[config.mk]
export PLATFORM = sky130hd
export DESIGN_NAME = keyed_wdt
export DESIGN_NICKNAME = d
export VERILOG_FILES = /design/src/rtl/wdt_pkg.sv /design/src/rtl/wdt_key_gate.sv /design/src/rtl/wdt_downcount.sv /design/src/rtl/wdt_rst_stretch.sv /design/src/rtl/keyed_wdt.sv
export SDC_FILE = /design/constraint.sdc
export NUM_CORES = 1
export LEC_CHECK = 0
export ABC_AREA = 1
export BUFFER_PORTS_ARGS = -buffer_cell sky130_fd_sc_hd__buf_2
export CORE_ASPECT_RATIO = 1.1
export CORE_MARGIN = 2
export CORE_UTILIZATION = 57
export CTS_CLUSTER_DIAMETER = 30
export CTS_CLUSTER_SIZE = 20
export DETAILED_ROUTE_END_ITERATION = 7
export GPL_TIMING_DRIVEN = 0
export PLACE_DENSITY = 0.9
export SLEW_MARGIN = 20
export SYNTH_ARGS = -nofsm -noshare
export SYNTH_HDL_FRONTEND = slang
export SYNTH_SLANG_ARGS = --single-unit
[constraint.sdc]
create_clock -name clk -period 2.22 [get_ports clk]
set_clock_uncertainty 0.05 [all_clocks]
set_input_delay 0.222 -clock clk [delete_from_list [all_inputs] [get_ports clk]]
set_output_delay 0.222 -clock clk [all_outputs]
set_load 0.005 [all_outputs]
[src/rtl/wdt_pkg.sv]
package wdt_pkg;

   // Register map; positions are decoded by software
   typedef enum logic [1:0] {
      WDT_A_COUNT = 2'd0,
      WDT_A_CTRL  = 2'd1,
      WDT_A_KEY   = 2'd2,
      WDT_A_NONE  = 2'd3
   } wdt_addr_e;

   localparam int CTRL_REN_BIT = 0;
   localparam int CTRL_CEN_BIT = 2;

   typedef struct packed {
      logic cen;
      logic ren;
   } wdt_ctrl_t;

endpackage

[src/rtl/wdt_key_gate.sv]
module wdt_key_gate #(
   parameter int              KEY_W   = 16,
   parameter logic [KEY_W-1:0] KEY_VAL = 16'h482E
) (
   input  logic             clk,
   input  logic             rst_n,
   input  logic             clear,
   input  logic             key_we,
   input  logic [KEY_W-1:0] key_wdata,
   output logic [KEY_W-1:0] key_q,
   output logic             unlocked
);

   always_ff @(posedge clk or negedge rst_n) begin
      if (!rst_n) begin
         key_q <= '0;
      end else if (clear) begin
         key_q <= '0;
      end else if (key_we) begin
         key_q <= key_wdata;
      end
   end

   assign unlocked = (key_q == KEY_VAL);

endmodule

[src/rtl/wdt_downcount.sv]
module wdt_downcount #(
   parameter int CNT_W = 32
) (
   input  logic             clk,
   input  logic             rst_n,
   input  logic             clear,
   input  logic             load,
   input  logic [CNT_W-1:0] load_val,
   input  logic             run,
   output logic [CNT_W-1:0] cnt_q,
   output logic             zero
);

   assign zero = (cnt_q == '0);

   always_ff @(posedge clk or negedge rst_n) begin
      if (!rst_n) begin
         cnt_q <= '0;
      end else if (clear) begin
         cnt_q <= '0;
      end else if (load) begin
         cnt_q <= load_val;
      end else if (run && !zero) begin
         cnt_q <= cnt_q - CNT_W'(1);
      end
   end

endmodule

[src/rtl/wdt_rst_stretch.sv]
module wdt_rst_stretch #(
   parameter int RST_CYCLES = 16
) (
   input  logic clk,
   input  logic rst_n,
   input  logic fire,
   output logic active,
   output logic last
);

   localparam int PW = $clog2(RST_CYCLES + 1);

   logic [PW-1:0] left_q;

   always_ff @(posedge clk or negedge rst_n) begin
      if (!rst_n) begin
         left_q <= '0;
      end else if (left_q != '0) begin
         left_q <= left_q - PW'(1);
      end else if (fire) begin
         left_q <= PW'(RST_CYCLES);
      end
   end

   assign active = (left_q != '0);
   assign last   = (left_q == PW'(1));

endmodule

[src/rtl/keyed_wdt.sv]
module keyed_wdt #(
   parameter int               DATA_W     = 32,
   parameter int               CNT_W      = 32,
   parameter int               KEY_W      = 16,
   parameter logic [KEY_W-1:0] KEY_VAL    = 16'h482E,
   parameter int               RST_CYCLES = 16,
   parameter bit               RDATA_REG  = 1'b0
) (
   input  logic              clk,
   input  logic              rst_n,
   input  logic              bus_we,
   input  logic [1:0]        bus_addr,
   input  logic [DATA_W-1:0] bus_wdata,
   output logic [DATA_W-1:0] bus_rdata,
   output logic              wdt_rst_o
);
   import wdt_pkg::*;

   localparam int CTRL_MSB = (CTRL_CEN_BIT > CTRL_REN_BIT) ? CTRL_CEN_BIT : CTRL_REN_BIT;

   // Elaboration-time parameter checks
   if (CNT_W < 2 || CNT_W > DATA_W) begin : g_bad_cnt_w
      $error("keyed_wdt: CNT_W must lie in 2..DATA_W");
   end
   if (KEY_W < 1 || KEY_W > DATA_W) begin : g_bad_key_w
      $error("keyed_wdt: KEY_W must lie in 1..DATA_W");
   end
   if (RST_CYCLES < 1) begin : g_bad_rst
      $error("keyed_wdt: RST_CYCLES must be at least 1");
   end
   if (CTRL_MSB >= DATA_W) begin : g_bad_ctrl
      $error("keyed_wdt: control bits exceed DATA_W");
   end

   logic             busy;
   logic             pulse_last;
   logic             unlocked;
   logic [KEY_W-1:0] key_q;
   logic [CNT_W-1:0] cnt_q;
   logic             cnt_zero;
   wdt_ctrl_t        ctl_q;
   logic             ctl_cen;
   logic             ctl_ren;
   logic             wr_key;
   logic             wr_cnt;
   logic             wr_ctl;
   logic             fire;
   logic [DATA_W-1:0] rd_mux;

   assign ctl_cen = ctl_q.cen;
   assign ctl_ren = ctl_q.ren;

   // Bus decode: frozen while the reset pulse is out
   assign wr_key = bus_we && (bus_addr == WDT_A_KEY)   && !busy;
   assign wr_cnt = bus_we && (bus_addr == WDT_A_COUNT) && !busy && unlocked;
   assign wr_ctl = bus_we && (bus_addr == WDT_A_CTRL)  && !busy && unlocked;

   wdt_key_gate #(
      .KEY_W   (KEY_W),
      .KEY_VAL (KEY_VAL)
   ) u_key (
      .clk       (clk),
      .rst_n     (rst_n),
      .clear     (pulse_last),
      .key_we    (wr_key),
      .key_wdata (bus_wdata[KEY_W-1:0]),
      .key_q     (key_q),
      .unlocked  (unlocked)
   );

   always_ff @(posedge clk or negedge rst_n) begin
      if (!rst_n) begin
         ctl_q <= '0;
      end else if (pulse_last) begin
         ctl_q <= '0;
      end else if (wr_ctl) begin
         ctl_q.cen <= bus_wdata[CTRL_CEN_BIT];
         ctl_q.ren <= bus_wdata[CTRL_REN_BIT];
      end
   end

   wdt_downcount #(
      .CNT_W (CNT_W)
   ) u_cnt (
      .clk      (clk),
      .rst_n    (rst_n),
      .clear    (pulse_last),
      .load     (wr_cnt),
      .load_val (bus_wdata[CNT_W-1:0]),
      .run      (ctl_cen && !busy),
      .cnt_q    (cnt_q),
      .zero     (cnt_zero)
   );

   assign fire = ctl_cen && ctl_ren && cnt_zero && !busy;

   wdt_rst_stretch #(
      .RST_CYCLES (RST_CYCLES)
   ) u_pulse (
      .clk    (clk),
      .rst_n  (rst_n),
      .fire   (fire),
      .active (busy),
      .last   (pulse_last)
   );

   assign wdt_rst_o = busy;

   // Read path
   always_comb begin
      rd_mux = '0;
      case (bus_addr)
         WDT_A_COUNT: rd_mux = DATA_W'(cnt_q);
         WDT_A_CTRL: begin
            rd_mux[CTRL_CEN_BIT] = ctl_cen;
            rd_mux[CTRL_REN_BIT] = ctl_ren;
         end
         WDT_A_KEY:  rd_mux = DATA_W'(key_q);
         default:    rd_mux = '0;
      endcase
   end

   if (RDATA_REG) begin : g_rd_flop
      logic [DATA_W-1:0] rd_q;
      always_ff @(posedge clk or negedge rst_n) begin
         if (!rst_n) begin
            rd_q <= '0;
         end else begin
            rd_q <= rd_mux;
         end
      end
      assign bus_rdata = rd_q;
   end else begin : g_rd_comb
      assign bus_rdata = rd_mux;
   end

endmodule

Yosys cells after proc, flatten, opt, wreduce, memory -nomap -nowiden
Index checks and enable logic that the tools add are counted.
{ "word_totals": {"ff_bits": 55, "out_inout_bits": 33} }
{ "op_classes": {"n_eq_ne": 4, "reduce_logical": 22, "n_mux": 13, "addsub": 2} }
{ "ops": {"columns": ["op", "count"], "rows": [
  ["32-bit two-way mux", 3],
  ["29-bit one-hot mux with 2 select lines", 1],
  ["32-bit zero test", 1],
  ["16-bit two-way mux", 2],
  ["32-bit by 1-bit subtractor with 32-bit output (second input constant)", 1],
  ["16-bit by 15-bit equality test with 1-bit output (second input constant)", 1],
  ["1-bit logical AND", 13],
  ["5-bit two-way mux", 2],
  ["1-bit one-hot mux with 3 select lines", 2],
  ["2-bit nonzero test", 3],
  ["5-bit by 1-bit equality test with 1-bit output (second input constant)", 1],
  ["5-bit nonzero test", 1],
  ["5-bit by 1-bit subtractor with 5-bit output (second input constant)", 1],
  ["2-bit two-way mux", 2],
  ["3-bit nonzero test", 1],
  ["2-bit by 1-bit equality test with 1-bit output (second input constant)", 1],
  ["2-bit equality test (second input constant)", 1],
  ["1-bit zero test", 2],
  ["2-bit zero test", 1],
  ["1-bit one-hot mux with 2 select lines", 1]
]} }

Longest topological paths before layout
Gate-level depths: netlist of run 1.
{ "depth": {"ltp_word": 7, "ltp_mapped": 12} }

Modules after synthesis
From an unflattened synthesis of run 1, not the netlist that was laid out.
{ "hier_totals": {"cells_unflattened": 629, "hier_area_um2": 4083.9} }
{ "by_module_without_submodules": {"columns": ["mod", "area_per_inst_um2", "cells_per_inst", "seq_area_each_um2", "instances"], "rows": [
  ["wdt_downcount", 2522.4, 425, 800.8, 1],
  ["wdt_key_gate", 765.7, 86, 400.4, 1],
  ["keyed_wdt", 491.7, 83, 50.0, 1],
  ["wdt_rst_stretch", 304.0, 35, 125.1, 1]
]} }

Worst setup path before layout of run 1
Ideal clock, no wire load.
{ "synth_path": {"path_kind": "register to register", "from": "register u_pulse.left_q[0]", "to": "register u_cnt.cnt_q[27]", "synth_period_minus_slack_ns": 1.754, "t_required_ns": 2.053, "setup_time_ns": 0.117, "arrival_time_ns": 1.587, "setup_slack_ns": 0.466, "stages_incl_launch_ff": 9, "path_cell_list": "dfrtp_1 inv_1 ha_1 nand3_4 nor2_2 nand4_1 or2_2 nand3_1 nand2_1"} }
{ "synth_via": {"elab_chain_len": 6} }
{ "synth_rtl": {"columns": ["item", "line", "source"], "rows": [
  ["start, declared", "wdt_rst_stretch.sv:13", "logic [PW-1:0] left_q;"],
  ["start signal, assigned", "wdt_rst_stretch.sv:19", "left_q <= left_q - PW'(1);"],
  ["start signal, assigned", "wdt_rst_stretch.sv:21", "left_q <= PW'(RST_CYCLES);"],
  ["5-bit nonzero test (*)", "wdt_rst_stretch.sv:25", "assign active = (left_q != '0);"],
  ["named net wdt_rst_o", "keyed_wdt.sv:15", "output logic wdt_rst_o"],
  ["1-bit zero test (*)", "keyed_wdt.sv:55, keyed_wdt.sv:90", null],
  ["1-bit logical AND (2 in series)", "keyed_wdt.sv:55", "assign wr_cnt = bus_we && (bus_addr == WDT_A_COUNT) && !busy && unlocked;"],
  ["32-bit two-way mux", "wdt_downcount.sv:21", "end else if (load) begin"],
  ["32-bit two-way mux", "wdt_downcount.sv:19", "end else if (clear) begin"],
  ["end signal, assigned", "wdt_downcount.sv:22", "cnt_q <= load_val;"],
  ["end signal, assigned", "wdt_downcount.sv:24", "cnt_q <= cnt_q - CNT_W'(1);"],
  ["end, declared", "wdt_downcount.sv:10", "output logic [CNT_W-1:0] cnt_q,"]
]} }
The timed path passes the listed nets; every way through them passes the cells marked *.
A chain may end at the register's enable or synchronous reset.

Final worst setup path of run 1
{ "layout_path": {"from": "register u_cnt.cnt_q[1]", "to": "register u_cnt.cnt_q[0]"} }
{ "layout_via": {"elab_chain_len": 4} }
{ "layout_rtl": {"columns": ["item", "line", "source"], "rows": [
  ["32-bit zero test", "wdt_downcount.sv:14", "assign zero = (cnt_q == '0);"],
  ["1-bit zero test", "wdt_downcount.sv:23", "end else if (run && !zero) begin"],
  ["1-bit logical AND", "wdt_downcount.sv:23", null],
  ["3-bit nonzero test (no line)", null, null]
]} }
Every way passes these cells.

==> results of run 1 <==
-- cells in the final DEF, fill, tap and decap left out, types with 2 or more instances in the layout --
master | synthesis | final
nand2_2 | 3 | 3
nand3_2 | 3 | 2
o21ai_1 | 20 | 20
nand4_1 | 5 | 5
dfrtp_1 | 55 | 55
o21ai_0 | 43 | 43
nor2_4 | 3 | 3
o221ai_1 | 2 | 2
or2_0 | 4 | 4
nor2_1 | 94 | 91
ha_1 | 3 | 2
buf_2 | 4 | 73
nand2_1 | 193 | 192
buf_6 | 2 | 2
nand3_4 | 1 | 2
clkbuf_1 | 8 | 6
o22ai_1 | 11 | 11
inv_1 | 68 | 67
nand3_1 | 67 | 67
nor2_2 | 6 | 9
or2_2 | 6 | 6
buf_4 | 1 | 4
nor3_1 | 2 | 2
clkbuf_2 | 0 | 2
inv_2 | 2 | 3
a21oi_1 | 2 | 2
clkbuf_8 | 0 | 5
xor2_1 | 2 | 2
-- state kept, by name, summed over array words and instances (netlist names) --
signal	count
ctl_cen	1
u_cnt.cnt_q	32
u_pulse.left_q	5
u_key.key_q	16
ctl_ren	1
-- worst max-delay path by stage --
stage / startpoint / to / slack, ns / depth (start not counted)
final: u_cnt.cnt_q[1]$_DFFE_PN0P_ / u_cnt.cnt_q[0]$_DFFE_PN0P_ / 0.16 / 10
after global routing: u_cnt.cnt_q[1]$_DFFE_PN0P_ / u_cnt.cnt_q[15]$_DFFE_PN0P_ / 0.02 / 11
after CTS: u_pulse.left_q[0]$_DFFE_PN0P_ / u_cnt.cnt_q[30]$_DFFE_PN0P_ / 0.05 / 9
after detailed placement: u_pulse.left_q[0]$_DFFE_PN0P_ / u_cnt.cnt_q[30]$_DFFE_PN0P_ / 0.08 / 9
after global placement: u_pulse.left_q[0]$_DFFE_PN0P_ / u_cnt.cnt_q[28]$_DFFE_PN0P_ / 0.11 / 9
after floorplan: u_pulse.left_q[0]$_DFFE_PN0P_ / u_cnt.cnt_q[27]$_DFFE_PN0P_ / 0.47 / 8
-- final cells by class --
cell class,count,area [um2],share of cell area
clock buffer,6,72.57,0.01613
inverter,71,266.5,0.05923
multi-input combinational,474,2195,0.4878
sequential,55,1376,0.3059
timing repair buffer,72,372.9,0.08287
buffer,15,83.83,0.01863
tap,82,102.6,0.02280
clock inverter,1,30.03,0.006674
-- metrics by stage --
stage | cells | setup slack [ns] | cell area (um2) | total power (W) | hold WS [ns]
2_1_floorplan | 615 | 0.4659 | 3892 | 0.001358 | -0.1236
3_3_place_gp | 766 | 0.1125 | 4340 | 0.001514 | 0.4182
3_5_place_dp | 766 | 0.07699 | 4343 | 0.001529 | 0.2800
4_1_cts | 774 | 0.04795 | 4456 | 0.002202 | 0.1099
5_1_grt | 776 | 0.01965 | 4499 | 0.002309 | 0.1089
6_report | 776 | 0.1640 | 4499 | 0.002202 | 0.1223
-- critical path, stage by stage, from the launching register on --
cell	delay, ns
dfrtp_1	0.37
inv_1	0.14
ha_2	0.25
nand2_2	0.09
nor2_4	0.18
nand2_2	0.11
o21ai_4	0.22
nand3_2	0.16
buf_2	0.23
nand3_1	0.09
o21ai_1	0.06
-- report_power, final --
part           switching (W)  internal, W  leakage (nW)
Sequential         0.0000522      0.00105         0.708
Clock               0.000345     0.000332        0.0513
Combinational       0.000273     0.000148          1.74
-- routing by layer --
metal  up-vias  GRT usage
li1       2113          -
met1      1981     0.4251
met2       251     0.5672
met3        52    0.04900
met4         0     0.1503
met5         -          0
-- kinds of logic (layout without fill, tap and decap cells) --
kind of cell             Yosys count  in the layout
adder cells (fa/ha/maj)            3              3
flip-flops                        55             55
buffers and inverters             86            165
XOR/XNOR                           3              3
AO/OA/AOI/OAI                     80             80
AND/OR/NAND/NOR                  388            388
-- repair_timing --
| item | CTS | global route |
|---|---|---|
| buffers inserted | 0 | 2 |
| endpoints found under the hold margin | 55 | 0 |
| hold buffers | 1 | 0 |
| setup endpoints to repair | 0 | 28 |
| resized for setup | 0 | 15 |
==> results.md, run 1 <==
* Xor and xnor area share after synthesis at 0.006750
* Final Max Slew Viols at 0
* Port Buffer Count at 69
* Achievable Freq at 486.4 MHz
* Final Critical Period at 2.056 ns
* Number of global-route vias before repair at 4,105
* Worst hold path endpoint: u_key.key_q[11]$_DFFE_PN0P_
* Metal-1 WL at 4.927 mm
* Number of distinct library cells after synthesis at 31
* Remaining global-route overflow at 0
* Die width at 82.79 um
* Global-route usage over all layers at 0.3391
* Most area-consuming cells after synthesis: dfrtp_1 35%, nand2_1 19%, nor2_1 9.1%
* Origin of the critical flop-to-flop path: u_cnt.cnt_q[1]$_DFFE_PN0P_
* Filler cell count in the final layout at 606
* Startpoint Class: flip-flop
* Crit path capture type: flip-flop
* Final clock period utilization by the worst path at 0.9261
* Flop and latch count out of synthesis at 55
* Setup TNS after final layout at 0 ns
* Clock insertion delay at the later pin of the skew report at 0.31 ns
* Number of warnings printed during yosys synthesis at 0
* Worst IR drop on VDD at 0.2621 mV
* Simple-gate area share of the yosys netlist at 0.4269
* Top Metal Used: met4
* Critical R2R Capture: u_cnt.cnt_q[0]$_DFFE_PN0P_
* Core area at 6594 um2
* Most frequent cells after synthesis: 193 x nand2_1, 94 x nor2_1, 68 x inv_1
* Peak fanout along the critical path at 10
* Min-Delay Path Depth at 3
* Core utilization of the finished layout at 0.6824
* Per-cell routed wire length at 15.87 um
* Post-synth EDFFs at 0
* Setup slack of the worst register-to-register path at 0.16 ns
* Synth Net Count at 655
* Share of flip-flops with an asynchronous set or reset at 1.000
* Mux cell area share after synthesis at 0
* Clock transition at the register clock pins on the worst setup and hold paths after CTS at 0.10 ns
* Static Leak at 2.496 nW
* Die Outline Area at 7507 um2
* Synthesized area per cell at 6.329 um2
* Deepest level of the CTS H-tree at 2
* Share of final-layout standard cells stronger than drive strength 1 at 0.1715
* DRC Markers at 0
* First drt pass iteration count at 5
* Most frequent cell after synthesis: nand2_1
* TritonCTS clock tree: done
* Number of I/O pins at 70
* Weighted congestion at the end of routability-driven global placement at 0.9749
* Detail Route met2 WL at 5.918 mm
* Commonest register cell after synthesis: dfrtp_1
* DRT antenna net count at 0
* Compound-gate portion of the synthesized area at 0.1141
* Top-area cell type share of the netlist area at 0.3536
* Final HPWL DP at 9.394 mm
* Final WL at 12.31 mm
* P per Cell Area at 489.4 nW/um2
* Post-synth top area cell: dfrtp_1
* Pin count of the biggest net entering global routing at 56
* Number of cells on the worst reg-to-reg path at 10
* Drt initial violations at 333
* Max clock buf depth at 2
* DR vias/cell at 5.666
* WP data required at 2.38 ns
* Height of the chip at 90.67 um
* Signal arrival time at the worst endpoint at 2.22 ns
* CTS sink count at 55
* Final hold vios at 0
* Run status: finished clean
* Final setup viols at 0
* Cell count after synthesis at 615
* Type of the tightest min-delay check: in2reg
* Maximum capacitance violations at 0
* Unrepaired setup endpoints after global routing: false
* ANT cells at 0
* Clock root buffer: clkbuf_8
* Netlist area before placement at 3892 um2
* Wire length on met3 at 922 um
* Sequential cell area fraction in the yosys report at 0.3536
* Vias after detailed routing at 4,397
* Final net count at 734
* Dominant combinational cell family by area after synthesis: simple AND/OR/NAND/NOR gates
* Adder-cell share of the synthesized area at 0.009643
* Worst-margin pin slew at 0.7435 ns
* Area delta synth->final at 15.59%
* Path type of the worst setup path: reg2reg
* Startpoint of the most critical hold path: bus_wdata[11]
* Number of cell rows at 31
* Initial antenna violation count at 0
* First-pass GRT wire length at 19.51 mm
* Relative max-transition margin at 0.5043
* Initial cell density of the core at 0.5903
* Num CTS Buffers at 5
Power figures use the tool's default switching activity.
==> run 2: changes to the inputs <==
BUFFER_PORTS_ARGS = unset   (was -buffer_cell sky130_fd_sc_hd__buf_2)
DONT_BUFFER_PORTS = 1   (was unset)
PLACE_DENSITY = 0.81   (was 0.9)
==> run 2 against run 1 <==
Against the previous run:
- die area is the same
- count of clock-buffer cells in the layout stayed put
- cell area is 6.5% lower
- sequential cell count is the same
- sequential share of layout area up 2.1 points
- global-route usage decreased by 1.2 points
- final cell count decreased by 8.5%
- combinational power shrank 13%
==> results.md, run 2 (synthesis results as in run 1) <==
* Area of all placed cells without fillers at 4205 um2 (-6.5%)
* P per Cell Area at 523.4 nW/um2 (+7.0%)
* Storage cell area at 1376 um2 (unchanged)
* Area delta synth->final at 8.036%
* Achievable Freq at 478.0 MHz (-1.7%)
* Run status: finished clean
* Min Hold Slack at 0.007064 ns (-0.1152 ns)
* Initial cell density of the core at 0.5903 (unchanged)
* Final HPWL DP at 9.000 mm (-4.2%)
* Final hold vios at 0 (unchanged)
* Clock root buffer: clkbuf_8
* Share of final-layout standard cells stronger than drive strength 1 at 0.08280 (-0.08867)
* Startpoint Class: flip-flop
* Most common cell after layout, fill and taps aside: nand2_1
* Startpoint of the most critical hold path: bus_wdata[10]
* Core utilization of the finished layout at 0.6378 (-0.04459)
* WP data required at 2.39 ns (about the same)
* Final net count at 667 (-9.1%)
* Final Critical Period at 2.092 ns (+0.03597 ns)
* First-pass GRT wire length at 18.86 mm (-3.3%)
* Global-route usage over all layers at 0.3271 (-0.01198)
* Path type of the worst setup path: reg2reg
* Height of the chip at 90.67 um (unchanged)
* Final clock period utilization by the worst path at 0.9423 (+0.01620)
* Relative max-transition margin at 0.5351 (+0.03078)
* DRT antenna net count at 0 (unchanged)
* Worst Setup Slack post-DPL at -0.001627 ns (-0.07862 ns)
* Number of cell rows at 31 (unchanged)
* Type of the tightest min-delay check: in2reg
* Worst-margin pin slew at 0.6973 ns (-0.04617 ns)
* Area of placed instances at 3995 um2 (-8.0%)
* Critical Path Start: u_cnt.cnt_q[0]$_DFFE_PN0P_
* Number of I/O pins at 70 (unchanged)
* Filler cell count in the final layout at 652 (+7.6%)
* CTS sink count at 55 (unchanged)
* Remaining global-route overflow at 0 (unchanged)
* Vias after detailed routing at 4,125 (-6.2%)
* TritonCTS clock tree: done
* Num CTS Buffers at 5 (unchanged)
* Worst setup slack after layout at 0.1280 ns (-0.03597 ns)
* Weighted congestion at the end of routability-driven global placement at 0.9559 (-1.9%)
* Max reg flops at 32 (unchanged)
* Critical R2R Capture: u_cnt.cnt_q[0]$_DFFE_PN0P_
* DR vias/cell at 5.810 (+2.5%)
* First drt pass iteration count at 5 (unchanged)
* Worst hold path endpoint: u_key.key_q[10]$_DFFE_PN0P_
* Crit path capture type: flip-flop
* Signal arrival time at the worst endpoint at 2.26 ns (+0.04 ns)
* Min-Delay Path Depth at 2 (-1)
* Registers with the highest flip-flop counts: u_cnt.cnt_q: 32 flops, u_key.key_q: 16 flops, u_pulse.left_q: 5 flops
* Top library cells by usage in the layout, fill and taps aside: 192 x nand2_1, 92 x nor2_1, 68 x inv_1
* Origin of the critical flop-to-flop path: u_cnt.cnt_q[0]$_DFFE_PN0P_
* Maximum capacitance violations at 0 (unchanged)
* Largest register by flop count: u_cnt.cnt_q
* Clock insertion delay at the later pin of the skew report at 0.32 ns (about the same)
* Per-cell routed wire length at 16.73 um (+5.4%)
* Number of cells on the worst reg-to-reg path at 10 (unchanged)
* Die Outline Area at 7507 um2 (unchanged)
* Final Max Slew Viols at 0 (unchanged)
* Worst IR drop on VDD at 0.3351 mV (+28%)
* Clock transition at the register clock pins on the worst setup and hold paths after CTS at 0.11 ns (about the same)
* Pin count of the biggest net entering global routing at 56 (unchanged)
* Die width at 82.79 um (unchanged)
* Area occupied by multi-input gates at 2190 um2 (-0.23%)
* Setup slack of the worst register-to-register path at 0.13 ns (-0.04 ns)
* Peak fanout along the critical path at 10 (unchanged)
* Initial antenna violation count at 0 (unchanged)
* Unrepaired setup endpoints after global routing: false
* Final setup viols at 0 (unchanged)
* DRC Markers at 0 (unchanged)
* Port Buffer Count at 0 (-100%)
* Pwr Total at 0.002201 W (about the same)
* Drt initial violations at 322 (-3.3%)
* Final WL at 11.88 mm (-3.5%)
* Static Leak at 2.206 nW (-12%)
* Core area at 6594 um2 (unchanged)
* ANT cells at 0 (unchanged)
* Max clock buf depth at 2 (unchanged)
* Deepest level of the CTS H-tree at 2 (unchanged)
* Number of global-route vias before repair at 3,878 (-5.5%)
-- run 2: how the worst max path moves through the flow --
stage	end	slack, ns	cells past startpoint
CTS	u_cnt.cnt_q[25]$_DFFE_PN0P_	-0.001	8
finish	u_cnt.cnt_q[0]$_DFFE_PN0P_	0.13	10
floorplan	u_cnt.cnt_q[27]$_DFFE_PN0P_	0.47	8
detailed placement	u_cnt.cnt_q[27]$_DFFE_PN0P_	-0.002	8
global placement	u_cnt.cnt_q[27]$_DFFE_PN0P_	0.07	8
global route	u_cnt.cnt_q[7]$_DFFE_PN0P_	0.03	10
-- run 2: where the power goes --
group | internal, W | leakage (nW) | switching (W) | total [W]
Sequential | 0.00105 | 0.708 | 0.0000471 | 0.00110
Clock | 0.000372 | 0.0618 | 0.000362 | 0.000734
Combinational | 0.000116 | 1.44 | 0.000252 | 0.000367
-- run 2: metal layers --
metal	up-vias	routed length (um)	track usage
li1	1981	-	-
met1	1905	4611	0.4047
met2	199	5824	0.5410
met3	40	982	0.06400
met4	0	461	0.1462
met5	-	0	0
-- run 2: area by class of cell --
type | count | share of cell area
Timing Repair Buffer | 5 | 0.01428
Tap cell | 82 | 0.02440
Buffer | 15 | 0.02112
Sequential cell | 55 | 0.3273
Clock inverter | 2 | 0.009223
Clock buffer | 6 | 0.01964
Inverter | 71 | 0.06337
Multi-Input combinational cell | 474 | 0.5207
-- run 2: timing repair --
item / in CTS / in global routing
resized for setup: 1 / 15
hold buffers: 2 / 0
endpoints found under the setup margin: 5 / 33
cloned: 0 / 0
endpoints found under the hold margin: 55 / 0
pin swaps: 2 / 1
buffers inserted: 0 / 3
-- run 2: worst max-delay path, stage by stage, from the launching register on --
cell      delay (ns)
dfrtp_1         0.41
inv_1           0.14
ha_1            0.26
nand2_2         0.11
nor2_4          0.19
nand2_2         0.09
o21ai_4         0.20
nand3_2         0.15
clkbuf_4        0.23
nand3_1         0.09
o21ai_1         0.07
-- run 2: metrics by stage --
stage	cells	TNS, ns
6_report	710	0
5_1_grt	710	0
4_1_cts	707	-0.0009937
3_5_place_dp	697	-0.001627
3_3_place_gp	697	0
2_1_floorplan	615	0
==> run 3: changes to the inputs <==
SYNTH_HIERARCHICAL = 1   (was unset)
==> run 3 against run 2 <==
Against the previous run:
- via count up 1.3%
- final cell count up 2.8%
- routed wire length up 3.7%
- hold slack about the same
- non-clock buffer count up 9
- count of clock-buffer cells in the layout unchanged
- area after synthesis up 4.9%
- cell area up 5.5%
- first-iteration DRC count down 28%
- highest routed layer unchanged
==> results.md, run 3 <==
* Die Outline Area at 7859 um2 (+4.7%)
* Num CTS Buffers at 5 (unchanged)
* Non-Filler Instances at 730 (+2.8%)
* DRT antenna net count at 0 (unchanged)
* Clock transition at the register clock pins on the worst setup and hold paths after CTS at 0.11 ns (about the same)
* Crit path capture type: flip-flop
* Storage cell area at 1376 um2 (unchanged)
* Path type of the worst setup path: reg2reg
* Achievable Freq at 467.1 MHz (-2.3%)
* Worst setup slack after layout at 0.07914 ns (-0.04886 ns)
* Synth Net Count at 669 (+2.1%)
* Flop and latch count out of synthesis at 55 (unchanged)
* Placed Cells at 714 (+2.4%)
* DR vias/cell at 5.723 (-1.5%)
* Final HPWL DP at 9.116 mm (+1.3%)
* Share of flip-flops with an asynchronous set or reset at 1.000 (unchanged)
* Initial antenna violation count at 0 (unchanged)
* Cell count after synthesis at 629 (+2.3%)
* Final hold vios at 0 (unchanged)
* First drt pass iteration count at 5 (unchanged)
* Final WL at 12.31 mm (+3.7%)
* Final clock period utilization by the worst path at 0.9644 (+0.02201)
* Unrepaired setup endpoints after global routing: true
* Pin count of the biggest net entering global routing at 56 (unchanged)
* Commonest register cell after synthesis: dfrtp_1
* Synthesized area per cell at 6.493 um2 (+2.6%)
* Min Hold Slack at 0.006680 ns (-0.0003845 ns)
* Most area-consuming cells after synthesis: dfrtp_1 34%, nand2_1 17%, nand3_1 11%
* Registers with the highest flip-flop counts: u_cnt/cnt_q: 32 flops, u_key/key_q: 16 flops, u_pulse/left_q: 5 flops
* Min-Delay Path Depth at 2 (unchanged)
* Clock insertion delay at the later pin of the skew report at 0.31 ns (about the same)
* Startpoint Class: flip-flop
* Core utilization of the finished layout at 0.6367 (-0.001087)
* Post-synth EDFFs at 0 (unchanged)
* Final setup viols at 0 (unchanged)
* Signal arrival time at the worst endpoint at 2.30 ns (+0.04 ns)
* Deepest level of the CTS H-tree at 2 (unchanged)
* Worst-margin pin slew at 0.5277 ns (-0.1696 ns)
* Final net count at 684 (+2.5%)
* Number of I/O pins at 70 (unchanged)
* Maximum capacitance violations at 0 (unchanged)
* DRC Markers at 0 (unchanged)
* Post-synth top area cell: dfrtp_1
* Largest register by flop count: u_cnt/cnt_q
* Height of the chip at 92.78 um (+2.3%)
* Sequential cell area fraction in the yosys report at 0.3370 (-0.01657)
* Initial cell density of the core at 0.5862 (-0.004116)
* Number of distinct library cells after synthesis at 37 (+19%)
* Number of warnings printed during yosys synthesis at 6 (+6)
* Remaining global-route overflow at 0 (unchanged)
* Area occupied by multi-input gates at 2317 um2 (+5.8%)
* Share of final-layout standard cells stronger than drive strength 1 at 0.1240 (+0.04123)
* Top library cells by usage in the layout, fill and taps aside: 187 x nand2_1, 93 x nor2_1, 87 x nand3_1
* CTS sink count at 55 (unchanged)
* Filler cell count in the final layout at 671 (+2.9%)
* Final Critical Period at 2.141 ns (+0.04886 ns)
* Area delta synth->final at 8.609%
* Max clock buf depth at 2 (unchanged)
* Number of cells on the worst reg-to-reg path at 13 (+3)
* Netlist area before placement at 4084 um2 (+4.9%)
* Die width at 84.71 um (+2.3%)
* ANT cells at 0 (unchanged)
* First-pass GRT wire length at 19.73 mm (+4.6%)
* Run status: finished clean
* Most frequent cell after synthesis: nand2_1
* Core area at 6967 um2 (+5.7%)
* Worst Setup Slack post-DPL at -0.2937 ns (-0.2921 ns)
* Drt initial violations at 232 (-28%)
* Max reg flops at 32 (unchanged)
* Weighted congestion at the end of routability-driven global placement at 0.9193 (-3.8%)
* Number of global-route vias before repair at 4,061 (+4.7%)
* Type of the tightest min-delay check: in2reg
* Final Max Slew Viols at 0 (unchanged)
* Vias after detailed routing at 4,178 (+1.3%)
* Port Buffer Count at 0 (unchanged)
* Per-cell routed wire length at 16.87 um (+0.81%)
* TritonCTS clock tree: done
* Most frequent cells after synthesis: 187 x nand2_1, 97 x nor2_1, 88 x nand3_1
* Relative max-transition margin at 0.6469 (+0.1118)
* Number of cell rows at 32 (+3.2%)
* Most common cell after layout, fill and taps aside: nand2_1
* Peak fanout along the critical path at 10 (unchanged)
* WP data required at 2.37 ns (-0.02 ns)
* Top-area cell type share of the netlist area at 0.3370 (-0.01657)
* Global-route usage over all layers at 0.3186 (-0.008580)
* Clock root buffer: clkbuf_8
[run 3: cells by family (layout without fill, tap and decap cells)]
kind of cell             Yosys count  after routing  synth area share
AO/OA/AOI/OAI                     71             71            0.1226
AND/OR/NAND/NOR                  394            395            0.4133
buffers and inverters            102            117            0.1094
XOR/XNOR                           4              4          0.008580
flip-flops                        55             55            0.3370
adder cells (fa/ha/maj)            3              3          0.009192
[run 3: final cells by class]
cell class | instances | area share
Timing Repair Buffer | 7 | 0.01805
Inverter | 80 | 0.06911
Sequential cell | 55 | 0.3103
Tap cell | 85 | 0.02398
Clock inverter | 2 | 0.002821
Clock buffer | 6 | 0.01636
Multi-Input combinational cell | 473 | 0.5224
Buffer | 22 | 0.03695
[run 3: repair_timing]
action / CTS / global route
hold buffers: 4 / 0
buffers inserted: 0 / 3
pin swaps: 0 / 2
gates cloned: 0 / 1
endpoints found under the setup margin: 43 / 44
endpoints found under the hold margin: 57 / 0
resized for setup: 17 / 14
[run 3: path summary, 6_finish.rpt]
kind | startpoint | to | slack (ns)
min | bus_wdata[5] | u_key/key_q[5]$_DFFE_PN0P_ | 0.007
max reg2reg | u_key/key_q[9]$_DFFE_PN0P_ | u_cnt/cnt_q[2]$_DFFE_PN0P_ | 0.08
min in group asynchronous | rst_n | u_pulse/left_q[3]$_DFFE_PN0P_ | 0.36
min reg2reg | ctl_cen$_DFFE_PN0P_ | ctl_cen$_DFFE_PN0P_ | 0.46
max | u_key/key_q[9]$_DFFE_PN0P_ | u_cnt/cnt_q[2]$_DFFE_PN0P_ | 0.08
max in group asynchronous | rst_n | u_cnt/cnt_q[23]$_DFFE_PN0P_ | 1.48
[run 3: worst max-delay path, cell delays in order (launching register included)]
cell and delay (ns):
dfrtp_1 0.41, inv_1 0.10, nand2_1 0.05, nor2_1 0.15
nand2_1 0.13, nor2_4 0.13, nand3_2 0.12, nor2_4 0.20
clkinvlp_4 0.18, buf_4 0.21, nor2_1 0.09, nor2_1 0.05
o211ai_1 0.11, nand2_1 0.07
[run 3: routing by layer]
metal	routed length, um	GRT usage	share of wire	vias to the layer above
li1	-	-	-	2035
met1	5147	0.4058	0.42	1960
met2	6068	0.5584	0.49	159
met3	821	0.04813	0.067	24
met4	276	0.09392	0.022	0
met5	0	0	0	-
[run 3: metrics by stage]
step / setup TNS, ns / area, um2
floorplan: 0 / 4084
global placement: -5.229 / 4190
detailed placement: -8.846 / 4190
CTS: 0 / 4377
global route: -0.3597 / 4436
finish: 0 / 4436
Power of run 3 is not shown: default switching activity piles up to over one toggle a cycle in this logic, so the estimate is an artifact.
